--- config.mk ---
export PLATFORM = sky130hd
export DESIGN_NAME = pwm4_mod
export DESIGN_NICKNAME = d
export VERILOG_FILES = /design/src/rtl/pwm4_pkg.sv /design/src/rtl/pwm4_carrier.sv /design/src/rtl/pwm4_zseq.sv /design/src/rtl/pwm4_pi.sv /design/src/rtl/pwm4_mod.sv
export SDC_FILE = /design/constraint.sdc
export NUM_CORES = 2
export LEC_CHECK = 0
export BUFFER_PORTS_ARGS = -buffer_cell sky130_fd_sc_hd__buf_2
export CORE_MARGIN = 4
export CORE_UTILIZATION = 40
export CTS_CLUSTER_DIAMETER = 80
export DETAILED_ROUTE_END_ITERATION = 10
export GPL_TIMING_DRIVEN = 0
export HOLD_SLACK_MARGIN = 0.05
export PLACE_DENSITY = 0.64
export RECOVER_POWER = 25
export SYNTH_ARGS = -nofsm -noshare
export SYNTH_HDL_FRONTEND = slang
export SYNTH_SLANG_ARGS = --single-unit
--- constraint.sdc ---
create_clock -name clk -period 11.2 [get_ports clk]
set_input_delay 0.56 -clock clk [delete_from_list [all_inputs] [get_ports clk]]
set_output_delay 0.56 -clock clk [all_outputs]
set_load 0.1 [all_outputs]
--- src/rtl/pwm4_pkg.sv ---
package pwm4_pkg;
    localparam int NPH = 3;
    localparam int NCP = 3;
    typedef enum logic {DIR_UP = 1'b0, DIR_DOWN = 1'b1} dir_e;
endpackage

--- src/rtl/pwm4_carrier.sv ---
module pwm4_carrier
    import pwm4_pkg::*;
#(
    parameter int CW = 12
) (
    input  logic          clk,
    input  logic          rst,
    input  logic [CW-1:0] half_i,
    output logic [CW-1:0] cnt_o,
    output logic          valley_o
);
    typedef struct packed {
        logic [CW-1:0] cnt;
        dir_e          dir;
    } cst_t;

    cst_t st_d, st_q;

    always_comb begin
        st_d = st_q;
        if (st_q.dir == DIR_UP) begin
            if (({1'b0, st_q.cnt} + (CW+1)'(1)) >= {1'b0, half_i}) begin
                st_d.cnt = half_i;
                st_d.dir = DIR_DOWN;
            end else begin
                st_d.cnt = st_q.cnt + CW'(1);
            end
        end else begin
            if (st_q.cnt > half_i) begin
                st_d.cnt = half_i;
            end else if (st_q.cnt <= CW'(1)) begin
                st_d.cnt = '0;
                st_d.dir = DIR_UP;
            end else begin
                st_d.cnt = st_q.cnt - CW'(1);
            end
        end
        if (rst) begin
            st_d.cnt = '0;
            st_d.dir = DIR_UP;
        end
    end

    always_ff @(posedge clk) begin
        st_q <= st_d;
    end

    assign cnt_o    = st_q.cnt;
    assign valley_o = (st_q.cnt == '0) && (st_q.dir == DIR_UP);

    // the count never leaves the range set by the half-period
    a_r1_count_in_range: assert property (@(posedge clk) disable iff (rst)
        (st_q.cnt <= half_i) |=> (st_q.cnt <= $past(half_i)));
endmodule

--- src/rtl/pwm4_zseq.sv ---
module pwm4_zseq #(
    parameter int WW = 20
) (
    input  logic signed [WW-1:0] ref_a_i,
    input  logic signed [WW-1:0] ref_b_i,
    input  logic signed [WW-1:0] ref_c_i,
    input  logic signed [WW-1:0] v_up_i,
    input  logic signed [WW-1:0] v_lo_i,
    input  logic signed [WW-1:0] one_i,
    output logic signed [WW-1:0] zs_o
);
    logic signed [WW-1:0] mx, mn;

    always_comb begin
        mx = ref_a_i;
        if (ref_b_i > mx) mx = ref_b_i;
        if (ref_c_i > mx) mx = ref_c_i;
        mn = ref_a_i;
        if (ref_b_i < mn) mn = ref_b_i;
        if (ref_c_i < mn) mn = ref_c_i;
        if (v_up_i >= v_lo_i) zs_o = one_i - mx;
        else                  zs_o = -one_i - mn;
    end
endmodule

--- src/rtl/pwm4_pi.sv ---
module pwm4_pi #(
    parameter int WW    = 20,
    parameter int KP_SH = 3,
    parameter int KI_SH = 6
) (
    input  logic                 clk,
    input  logic                 rst,
    input  logic                 valley_i,
    input  logic signed [WW-1:0] v_bus_i,
    input  logic signed [WW-1:0] v_mid_i,
    input  logic signed [WW-1:0] half_i,
    output logic signed [WW-1:0] pi_o
);
    typedef struct packed {
        logic [WW-1:0] integ;
        logic [WW-1:0] pi;
    } pst_t;

    pst_t st_d, st_q;
    logic signed [WW-1:0] err, i_n, p_n;

    always_comb begin
        st_d = st_q;
        err  = v_bus_i - ((v_mid_i <<< 1) + v_mid_i);
        i_n  = $signed(st_q.integ) + (err >>> KI_SH);
        if (i_n > half_i)       i_n = half_i;
        else if (i_n < -half_i) i_n = -half_i;
        p_n  = (err >>> KP_SH) + i_n;
        if (p_n > half_i)       p_n = half_i;
        else if (p_n < -half_i) p_n = -half_i;
        if (valley_i) begin
            st_d.integ = i_n;
            st_d.pi    = p_n;
        end
        if (rst) st_d = '0;
    end

    always_ff @(posedge clk) begin
        st_q <= st_d;
    end

    assign pi_o = $signed(st_q.pi);

    // the middle shift stays inside the carrier range after each update
    a_r7_pi_bounded: assert property (@(posedge clk) disable iff (rst)
        valley_i |=> (($signed(st_q.pi) <= $past(half_i)) &&
                      ($signed(st_q.pi) >= -$past(half_i))));
endmodule

--- src/rtl/pwm4_mod.sv ---
module pwm4_mod
    import pwm4_pkg::*;
#(
    parameter int DW    = 16,
    parameter int CW    = 12,
    parameter int KP_SH = 3,
    parameter int KI_SH = 6
) (
    input  logic                   clk,
    input  logic                   rst,
    input  logic [CW-1:0]          carr_half,
    input  logic signed [DW-1:0]   ref_a,
    input  logic signed [DW-1:0]   ref_b,
    input  logic signed [DW-1:0]   ref_c,
    input  logic signed [DW-1:0]   v_up,
    input  logic signed [DW-1:0]   v_mid,
    input  logic signed [DW-1:0]   v_lo,
    input  logic signed [DW-1:0]   v_bus,
    output logic [NCP*NPH-1:0]     cmp_o,
    output logic [2*NPH-1:0]       lvl_o,
    output logic                   clip_o
);
    localparam int WW = DW + 4;

    typedef struct packed {
        logic [NPH-1:0][WW-1:0]  m;
        logic                    clip;
        logic [NPH-1:0][NCP-1:0] cmp;
    } st_t;

    st_t st_d, st_q;

    logic [CW-1:0]        cnt;
    logic                 valley;
    logic signed [WW-1:0] half_s, one_s, tri_s, zs, pi_w;
    logic signed [WW-1:0] ref_w [NPH];
    logic signed [WW-1:0] m_new [NPH];
    logic signed [WW-1:0] m_q   [NPH];

    assign half_s   = $signed({{(WW-CW){1'b0}}, carr_half});
    assign one_s    = (half_s <<< 1) + half_s;
    assign tri_s    = ($signed({{(WW-CW){1'b0}}, cnt}) <<< 1) - half_s;
    assign ref_w[0] = {{(WW-DW){ref_a[DW-1]}}, ref_a};
    assign ref_w[1] = {{(WW-DW){ref_b[DW-1]}}, ref_b};
    assign ref_w[2] = {{(WW-DW){ref_c[DW-1]}}, ref_c};

    pwm4_carrier #(.CW(CW)) u_carrier (
        .clk      (clk),
        .rst      (rst),
        .half_i   (carr_half),
        .cnt_o    (cnt),
        .valley_o (valley)
    );

    pwm4_zseq #(.WW(WW)) u_zseq (
        .ref_a_i (ref_w[0]),
        .ref_b_i (ref_w[1]),
        .ref_c_i (ref_w[2]),
        .v_up_i  ({{(WW-DW){v_up[DW-1]}}, v_up}),
        .v_lo_i  ({{(WW-DW){v_lo[DW-1]}}, v_lo}),
        .one_i   (one_s),
        .zs_o    (zs)
    );

    pwm4_pi #(.WW(WW), .KP_SH(KP_SH), .KI_SH(KI_SH)) u_pi (
        .clk      (clk),
        .rst      (rst),
        .valley_i (valley),
        .v_bus_i  ({{(WW-DW){v_bus[DW-1]}}, v_bus}),
        .v_mid_i  ({{(WW-DW){v_mid[DW-1]}}, v_mid}),
        .half_i   (half_s),
        .pi_o     (pi_w)
    );

    always_comb begin
        logic signed [WW-1:0] sum;
        logic signed [WW-1:0] pic;
        logic                 sat_any;
        st_d    = st_q;
        sat_any = 1'b0;
        for (int p = 0; p < NPH; p++) begin
            sum = ref_w[p] + zs;
            if (sum > one_s) begin
                m_new[p] = one_s;
                sat_any  = 1'b1;
            end else if (sum < -one_s) begin
                m_new[p] = -one_s;
                sat_any  = 1'b1;
            end else begin
                m_new[p] = sum;
            end
        end
        pic = pi_w;
        if (pic > half_s)       pic = half_s;
        else if (pic < -half_s) pic = -half_s;
        for (int p = 0; p < NPH; p++) begin
            st_d.cmp[p][0] = (m_q[p] + (half_s <<< 1)) > tri_s;
            st_d.cmp[p][1] = (m_q[p] + pic) > tri_s;
            st_d.cmp[p][2] = (m_q[p] - (half_s <<< 1)) > tri_s;
        end
        if (valley) begin
            for (int p = 0; p < NPH; p++) st_d.m[p] = m_new[p];
            st_d.clip = sat_any;
        end
        if (rst) st_d = '0;
    end

    always_ff @(posedge clk) begin
        st_q <= st_d;
    end

    always_comb begin
        for (int p = 0; p < NPH; p++) begin
            m_q[p] = $signed(st_q.m[p]);
            lvl_o[2*p +: 2] = 2'(st_q.cmp[p][0]) + 2'(st_q.cmp[p][1]) + 2'(st_q.cmp[p][2]);
        end
    end

    assign cmp_o  = st_q.cmp;
    assign clip_o = st_q.clip;

    // reset clears the outputs on the next clock
    a_r9_reset_clears: assert property (@(posedge clk)
        rst |=> ((cmp_o == '0) && (clip_o == 1'b0)));

    // upper at or above lower puts one phase exactly on the positive rail
    a_r3_max_at_rail: assert property (@(posedge clk) disable iff (rst)
        (valley && (v_up >= v_lo)) |=>
        ((m_q[0] == $past(one_s)) || (m_q[1] == $past(one_s)) || (m_q[2] == $past(one_s))));

    // upper below lower puts one phase exactly on the negative rail
    a_r4_min_at_rail: assert property (@(posedge clk) disable iff (rst)
        (valley && (v_up < v_lo)) |=>
        ((m_q[0] == -$past(one_s)) || (m_q[1] == -$past(one_s)) || (m_q[2] == -$past(one_s))));

    for (genvar g = 0; g < NPH; g++) begin : g_chk
        // the three bits of a phase always form a thermometer code
        a_r2_thermometer: assert property (@(posedge clk) disable iff (rst)
            ((!cmp_o[3*g+2] || cmp_o[3*g+1]) && (!cmp_o[3*g+1] || cmp_o[3*g])));
        // latched modulating signals stay within full scale
        a_r6_mod_in_range: assert property (@(posedge clk) disable iff (rst)
            valley |=> ((m_q[g] <= $past(one_s)) && (m_q[g] >= -$past(one_s))));
    end
endmodule

# After elaboration in Yosys (flattened, before gate mapping)
# Index checks and enable logic that the tools add are counted.
[op_classes]
n_addsub = 31
magnitude_cmp = 29
n_mux = 30
bitwise = 1
reduce_logical = 2
[op_table]
columns = ["operator", "n"]
rows = [
  ["20-bit 2-to-1 mux", 17],
  ["20-bit by 14-bit > comparator with 1-bit output", 9],
  ["20-bit < comparator", 6],
  ["20-bit by 14-bit adder with 20-bit output", 4],
  ["16-bit by 20-bit adder with 20-bit output", 3],
  ["20-bit adder", 3],
  ["20-bit by 13-bit > comparator with 1-bit output", 3],
  ["20-bit by 15-bit > comparator with 1-bit output", 3],
  ["20-bit by 14-bit subtractor with 20-bit output", 3],
  ["12-bit 2-to-1 mux", 3],
  ["17-bit by 20-bit adder with 20-bit output", 1],
  ["16-bit by 20-bit > comparator with 1-bit output", 1],
  ["16-bit by 20-bit < comparator with 1-bit output", 1],
  ["12-bit negator with 20-bit output", 1],
  ["14-bit negator with 20-bit output", 1],
  ["15-bit by 20-bit subtractor with 20-bit output", 1],
  ["20-bit subtractor", 1],
  ["16-bit by 18-bit subtractor with 19-bit output", 1],
  ["17-bit by 16-bit adder with 18-bit output", 1],
  ["16-bit greater-or-equal comparator", 1],
  ["16-bit > comparator", 1],
  ["16-bit < comparator", 1],
  ["13-bit by 12-bit adder with 14-bit output", 1],
  ["13-bit by 12-bit subtractor with 14-bit output", 1],
  ["other kinds (13)", 25],
]
[word_totals]
in_bits = 126
elab_cells = 104
output_inout_bits = 16
reg_bits = 123

# Depth between registers and ports, before layout
[logic_depth]
depth_word = 14
ltp_mapped = 57
mapped_depth_nobuf = 55

# Hierarchy
# Synthesis repeated with hierarchy kept, for this count alone.
[hier_totals]
hier_cells = 4648
area_unflattened_um2 = 35654.2
[modules_own_cells]
columns = ["mod", "seq_area_each_um2", "cells_per_inst", "n_inst", "area_per_inst_um2"]
rows = [
  ["pwm4_mod", 1401.3, 2759, 1, 21379.3],
  ["pwm4_pi", 800.8, 987, 1, 7643.6],
  ["pwm4_zseq", 0.0, 692, 1, 4923.5],
  ["pwm4_carrier", 260.2, 210, 1, 1707.9],
]

# Least setup slack after synthesis
# Ideal clock, no wire load.
[synth_timing]
kind = "input to register"
start = "input ref_a[15]"
end = "register st_q (netlist bit clip_o)"
required_ps = 11068
path_slack_ps = 8
stages = 54
n_path_buf = 6
arrival_ps = 11060
setup_ps = 132
path_cell_list = "inv_1 -> ha_1 -> buf_4 -> nand3_4 -> nor4_4 -> a21bo_2 -> a31oi_2 -> buf_6 -> clkbuf_1 -> mux2i_1 -> ha_1 -> and4_1 -> nand2_1 -> or3_1 -> o211ai_1 -> a21oi_1 -> a21oi_1 -> clkbuf_1 -> [18 not listed] -> ha_1 -> or3_1 -> o21ai_0 -> a21oi_1 -> o41ai_1 -> xor2_1 -> xnor2_2 -> buf_2 -> ha_1 -> nand4_1 -> nor2_1 -> nand2_1 -> a211o_1 -> a32oi_1 -> clkbuf_1 -> o21ai_0 -> o31ai_1 -> a21oi_1"
[synth_between]
elab_chain_cells = 14
elab_cells_between_ends = 26
cone_classes = "5 x add/sub; 10 x order compare; 11 x mux"
[synth_lines]
columns = ["element", "line_no", "rtl"]
rows = [
  ["start, declared", "pwm4_mod.sv:12", "input logic signed [DW-1:0] ref_a,"],
  ["16-bit < comparator / 16-bit > comparator (equally long branches)", "pwm4_zseq.sv:19, pwm4_zseq.sv:16", ""],
  ["20-bit 2-to-1 mux (on tied branches)", "pwm4_zseq.sv:19, pwm4_zseq.sv:16", ""],
  ["16-bit by 20-bit < comparator with 1-bit output / 16-bit by 20-bit > comparator with 1-bit output (equally long branches)", "pwm4_zseq.sv:20, pwm4_zseq.sv:17", ""],
  ["20-bit 2-to-1 mux (on tied branches)", "pwm4_zseq.sv:20, pwm4_zseq.sv:17", ""],
  ["20-bit subtractor / 15-bit by 20-bit subtractor with 20-bit output (equally long branches)", "pwm4_zseq.sv:22, pwm4_zseq.sv:21", ""],
  ["20-bit 2-to-1 mux", "pwm4_zseq.sv:21", "if (v_up_i >= v_lo_i) zs_o = one_i - mx;"],
  ["16-bit by 20-bit adder with 20-bit output", "pwm4_mod.sv:82", "sum = ref_w[p] + zs;"],
  ["20-bit < comparator", "pwm4_mod.sv:86", "end else if (sum < -one_s) begin"],
  ["1-bit 2-to-1 mux", "pwm4_mod.sv:86", ""],
  ["1-bit 2-to-1 mux", "pwm4_mod.sv:83", "if (sum > one_s) begin"],
  ["1-bit 2-to-1 mux", "pwm4_mod.sv:86", ""],
  ["1-bit 2-to-1 mux", "pwm4_mod.sv:83", ""],
  ["1-bit 2-to-1 mux", "pwm4_mod.sv:86", ""],
  ["1-bit 2-to-1 mux *", "pwm4_mod.sv:83", ""],
  ["end signal, assigned", "pwm4_mod.sv:109", "st_q <= st_d;"],
  ["end, declared", "pwm4_mod.sv:31", "st_t st_d, st_q;"],
]
# Every way passes the cells marked *; elsewhere a longest branch is shown, timed or not.
# A chain may end at the register's enable or synchronous reset.

# Final worst setup path
[layout_timing]
start = "input carr_half[1]"
end = "register st_q (netlist bit m_q[57])"
[layout_between]
elab_chain_cells = 8
elab_cells_between_ends = 10
cone_classes = "5 x add/sub; 2 x order compare; 3 x mux"
[layout_lines]
columns = ["element", "line_no", "rtl"]
rows = [
  ["start, declared", "pwm4_mod.sv:11", "input logic [CW-1:0] carr_half,"],
  ["13-bit by 12-bit adder with 14-bit output *", "pwm4_mod.sv:41", "assign one_s = (half_s <<< 1) + half_s;"],
  ["14-bit negator with 20-bit output", "pwm4_zseq.sv:22, pwm4_mod.sv:86, pwm4_mod.sv:87", ""],
  ["20-bit subtractor", "pwm4_zseq.sv:22", "else zs_o = -one_i - mn;"],
  ["20-bit 2-to-1 mux", "pwm4_zseq.sv:21", ""],
  ["16-bit by 20-bit adder with 20-bit output", "pwm4_mod.sv:82", ""],
  ["20-bit < comparator", "pwm4_mod.sv:86", ""],
  ["20-bit 2-to-1 mux", "pwm4_mod.sv:86", ""],
  ["20-bit 2-to-1 mux *", "pwm4_mod.sv:83", ""],
]
# Marked as above.

==> qor.csv <==
stage,metric,value,unit
final_layout,drive_gt1_share,10.5,%
worst_setup_path,slowest_stage,clkinvlp_4,
cts,clk_path_buf_depth,2,
timing,slew_viol_final,44,
yosys,async_flop_share,0,%
timing,max_freq,91.5,MHz
routing,drc_errors,0,
timing,tns,0,ps
cts,cts_tree,yes,
cts,hold_buffers,0,
worst_setup_path,setup.worst_path.end_class,flip-flop,
final_layout,final_cell_count_no_fill,5584,
floorplanning,core.rowCount,104,
final_layout,final_common_cell,ha_1,
worst_setup_path,cp_data_required_time,11620,ps
floorplanning,die_x,293,µm
worst_setup_path,cp.arrival,11350,ps
timing,tightestPinTransition,2210,ps
hold_path,hold_class,reg2reg,
routing,routedWlPerCell,22.1,µm
floorplanning,initial_utilization,40.3,%
cts,insertion_delay,490,ps
cts,cts.clk_slew.worst_paths,60,ps
routing,wl,123,mm
cts,cts_made_buffers,17,
floorplanning,io_pins,142,
yosys,ys_warn_count,0,
placement,place_hpwl,101,mm
timing,post-route-period-util,97.6,%
placement,dp.cells,5483,
cts,cts_sinks,123,
timing,finalSetupViolations,0,
global_routing,grt_pass1_wl,183,mm
placement,gp_congestion,1.02,
global_routing,antenna_found_initial,3,
final_layout,postLayoutCoreUtil,45.7,%
outcome,violations,"capacitance limit, slew limit",
yosys,yosysUniqueCellTypes,93,
worst_setup_path,startpoint_type,input port,
cts,htree_levels,4,
global_routing,overflow,0,
worst_setup_path,cp_common_cell,nor2_1,
global_routing,grt_pass1_vias,30967,
yosys,synth_area,32500,µm²
final_layout,layout_common_cells,"ha_1 (762), a21oi_1 (398), nor2_1 (330), inv_1 (314), o21ai_0 (255)",
routing,vias,33191,
cts,root_buffer,clkbuf_16,
final_layout,nFillCells,8158,
timing,clock_skew,20.7,ps
final_layout,design_area,36800,µm²
yosys,avgSynthCellArea,7.60,µm²
floorplanning,core_area,80500,µm²
yosys,ys_seq_elements,123,
yosys,seq_area_frac_synth,7.58,%
yosys,synth-main-ff-cell,dfxtp_1,
outcome,status,finished with violations,
final_layout,finalNetCount,5445,
timing,period_minus_slack,10930,ps
routing,dr.first_iter.drc_count,2631,
worst_setup_path,r2r_cells,37,
global_routing,grt_max_degree,44,
global_routing,track_usage,27.4,%
routing,drtAntennaViolNets,0,
timing,slew_headroom,-47.6,%
run,maxCapViolCount,1,
floorplanning,die_area,85800,µm²
placement,placed_area,34600,µm²
yosys,synth_edf_count,0,
final_layout,area_delta_synth_final,13.4,%
yosys,syn-num-nets,5209,
placement,portBuffers,140,
timing,finalHoldViolCount,0,
routing,firstDrtPassIters,6,
floorplanning,die_y,293,µm
worst_setup_path,worst-path-max-fanout,17,
hold_path,hold_depth,2,
worst_setup_path,crit_type,in2reg,
worst_setup_path,cpPeakStageDelay,750,ps
routing,via_per_inst,5.94,
yosys,synth_cells,4273,
## stage by stage
stage                     setup slack [ps]  hold WS (ps)
final                                  270           460
after global routing                  -145           476
after CTS                            -56.6           463
after detailed placement             -3900           452
after global placement               -3740           450
after floorplan                       7.66           441
## flip-flops by register name, summed over array words and instances (netlist names)
name / flops
clip_o: 1
cmp_o: 9
m_q: 60
u_carrier.cnt_o: 12
u_carrier.st_q: 1
u_pi.pi_o: 20
u_pi.st_q: 20
## what timing repair did
item / CTS / global route
pin swaps: 19 / 57
buffers inserted: 21 / 50
cloned: 0 / 0
endpoints found under the setup margin: 81 / 84
resized for setup: 109 / 166
## synth_stat cells, types with 12 or more instances
master	instances	area, µm²
a2111oi_0	13	114
clkbuf_1	86	323
a22o_1	34	298
inv_1	320	1200
o31ai_1	19	143
or4_1	18	135
a21o_1	108	811
o21bai_1	39	293
dfxtp_1	123	2460
o211a_1	15	150
o211ai_1	20	150
nor2_1	335	1260
or3_1	28	175
xnor2_1	221	1940
nor2b_1	110	688
o21ai_0	277	1390
o31a_1	13	114
nand2_1	254	953
and4_1	13	114
a211oi_1	41	308
nor3_1	95	475
and2_1	16	100
a22oi_1	17	128
a21boi_0	39	293
nand3_1	73	365
mux2i_1	88	881
nand3b_1	13	97.6
nor4_1	28	175
nand2b_1	91	569
nand4_1	77	482
and3_1	18	113
a31oi_1	30	188
buf_1	12	45.0
xor2_1	79	692
ha_1	775	9700
fa_1	35	701
o21a_1	90	676
a21oi_1	432	2160
## area by class of cell
class | instances | area [µm²] | share of cell area, %
diodes | 2 | 5.00 | 0.0136
multi-input cells | 3718 | 29300 | 79.7
clock buffers | 22 | 474 | 1.29
well taps | 1060 | 1330 | 3.60
repair buffers | 222 | 1310 | 3.56
flip-flops and latches | 123 | 2460 | 6.69
plain buffers | 106 | 581 | 1.58
inverters | 321 | 1220 | 3.30
clock inverters | 10 | 91.3 | 0.248
## critical path, delay by kind of cell
family | cells | cell delay [ps]
mux | 1 | 170
compound gates | 15 | 2850
buf+inv | 8 | 2630
simple gates | 13 | 2950
xor+xnor | 1 | 610
fa+ha+maj | 4 | 1510
## metal layers
| layer | GRT usage, % | wire length (µm) | up-vias | share of wire (%) |
|---|---|---|---|---|
| met1 | 35.8 | 53000 | 15547 | 43 |
| met4 | 11.8 | 5850 | 4 | 4.7 |
| met5 | 0 | 17 | - | 0.014 |
| li1 | - | - | 16088 | - |
| met2 | 44.6 | 54700 | 1307 | 44 |
| met3 | 4.40 | 9700 | 245 | 7.9 |
## kinds of logic (layout without fill, tap and decap cells)
kind of cell	Yosys count	in the layout	synth area share (%)
buffers and inverters	432	681	5.14
other	0	2	0
XOR/XNOR	303	303	8.26
multiplexers	99	99	3.11
flip-flops	123	123	7.58
AO/OA/AOI/OAI	1308	1308	25.6
AND/OR/NAND/NOR	1198	1198	18.3
adder cells (fa/ha/maj)	810	810	32.0
## worst paths after layout
path | start | end | slack, ps
setup / recovery | carr_half[1] | m_q[57]$_SDFFE_PP0P_ | 270
hold / removal | u_pi.st_q[33]$_SDFFE_PP0P_ | u_pi.st_q[33]$_SDFFE_PP0P_ | 460
setup reg to reg | u_pi.st_q[20]$_SDFFE_PP0P_ | u_pi.pi_o[18]$_SDFFE_PP0P_ | 2010
hold reg to reg | u_pi.st_q[33]$_SDFFE_PP0P_ | u_pi.st_q[33]$_SDFFE_PP0P_ | 460
Power is not shown: default switching activity piles up to over one toggle a cycle in this logic, so the estimate is an artifact.
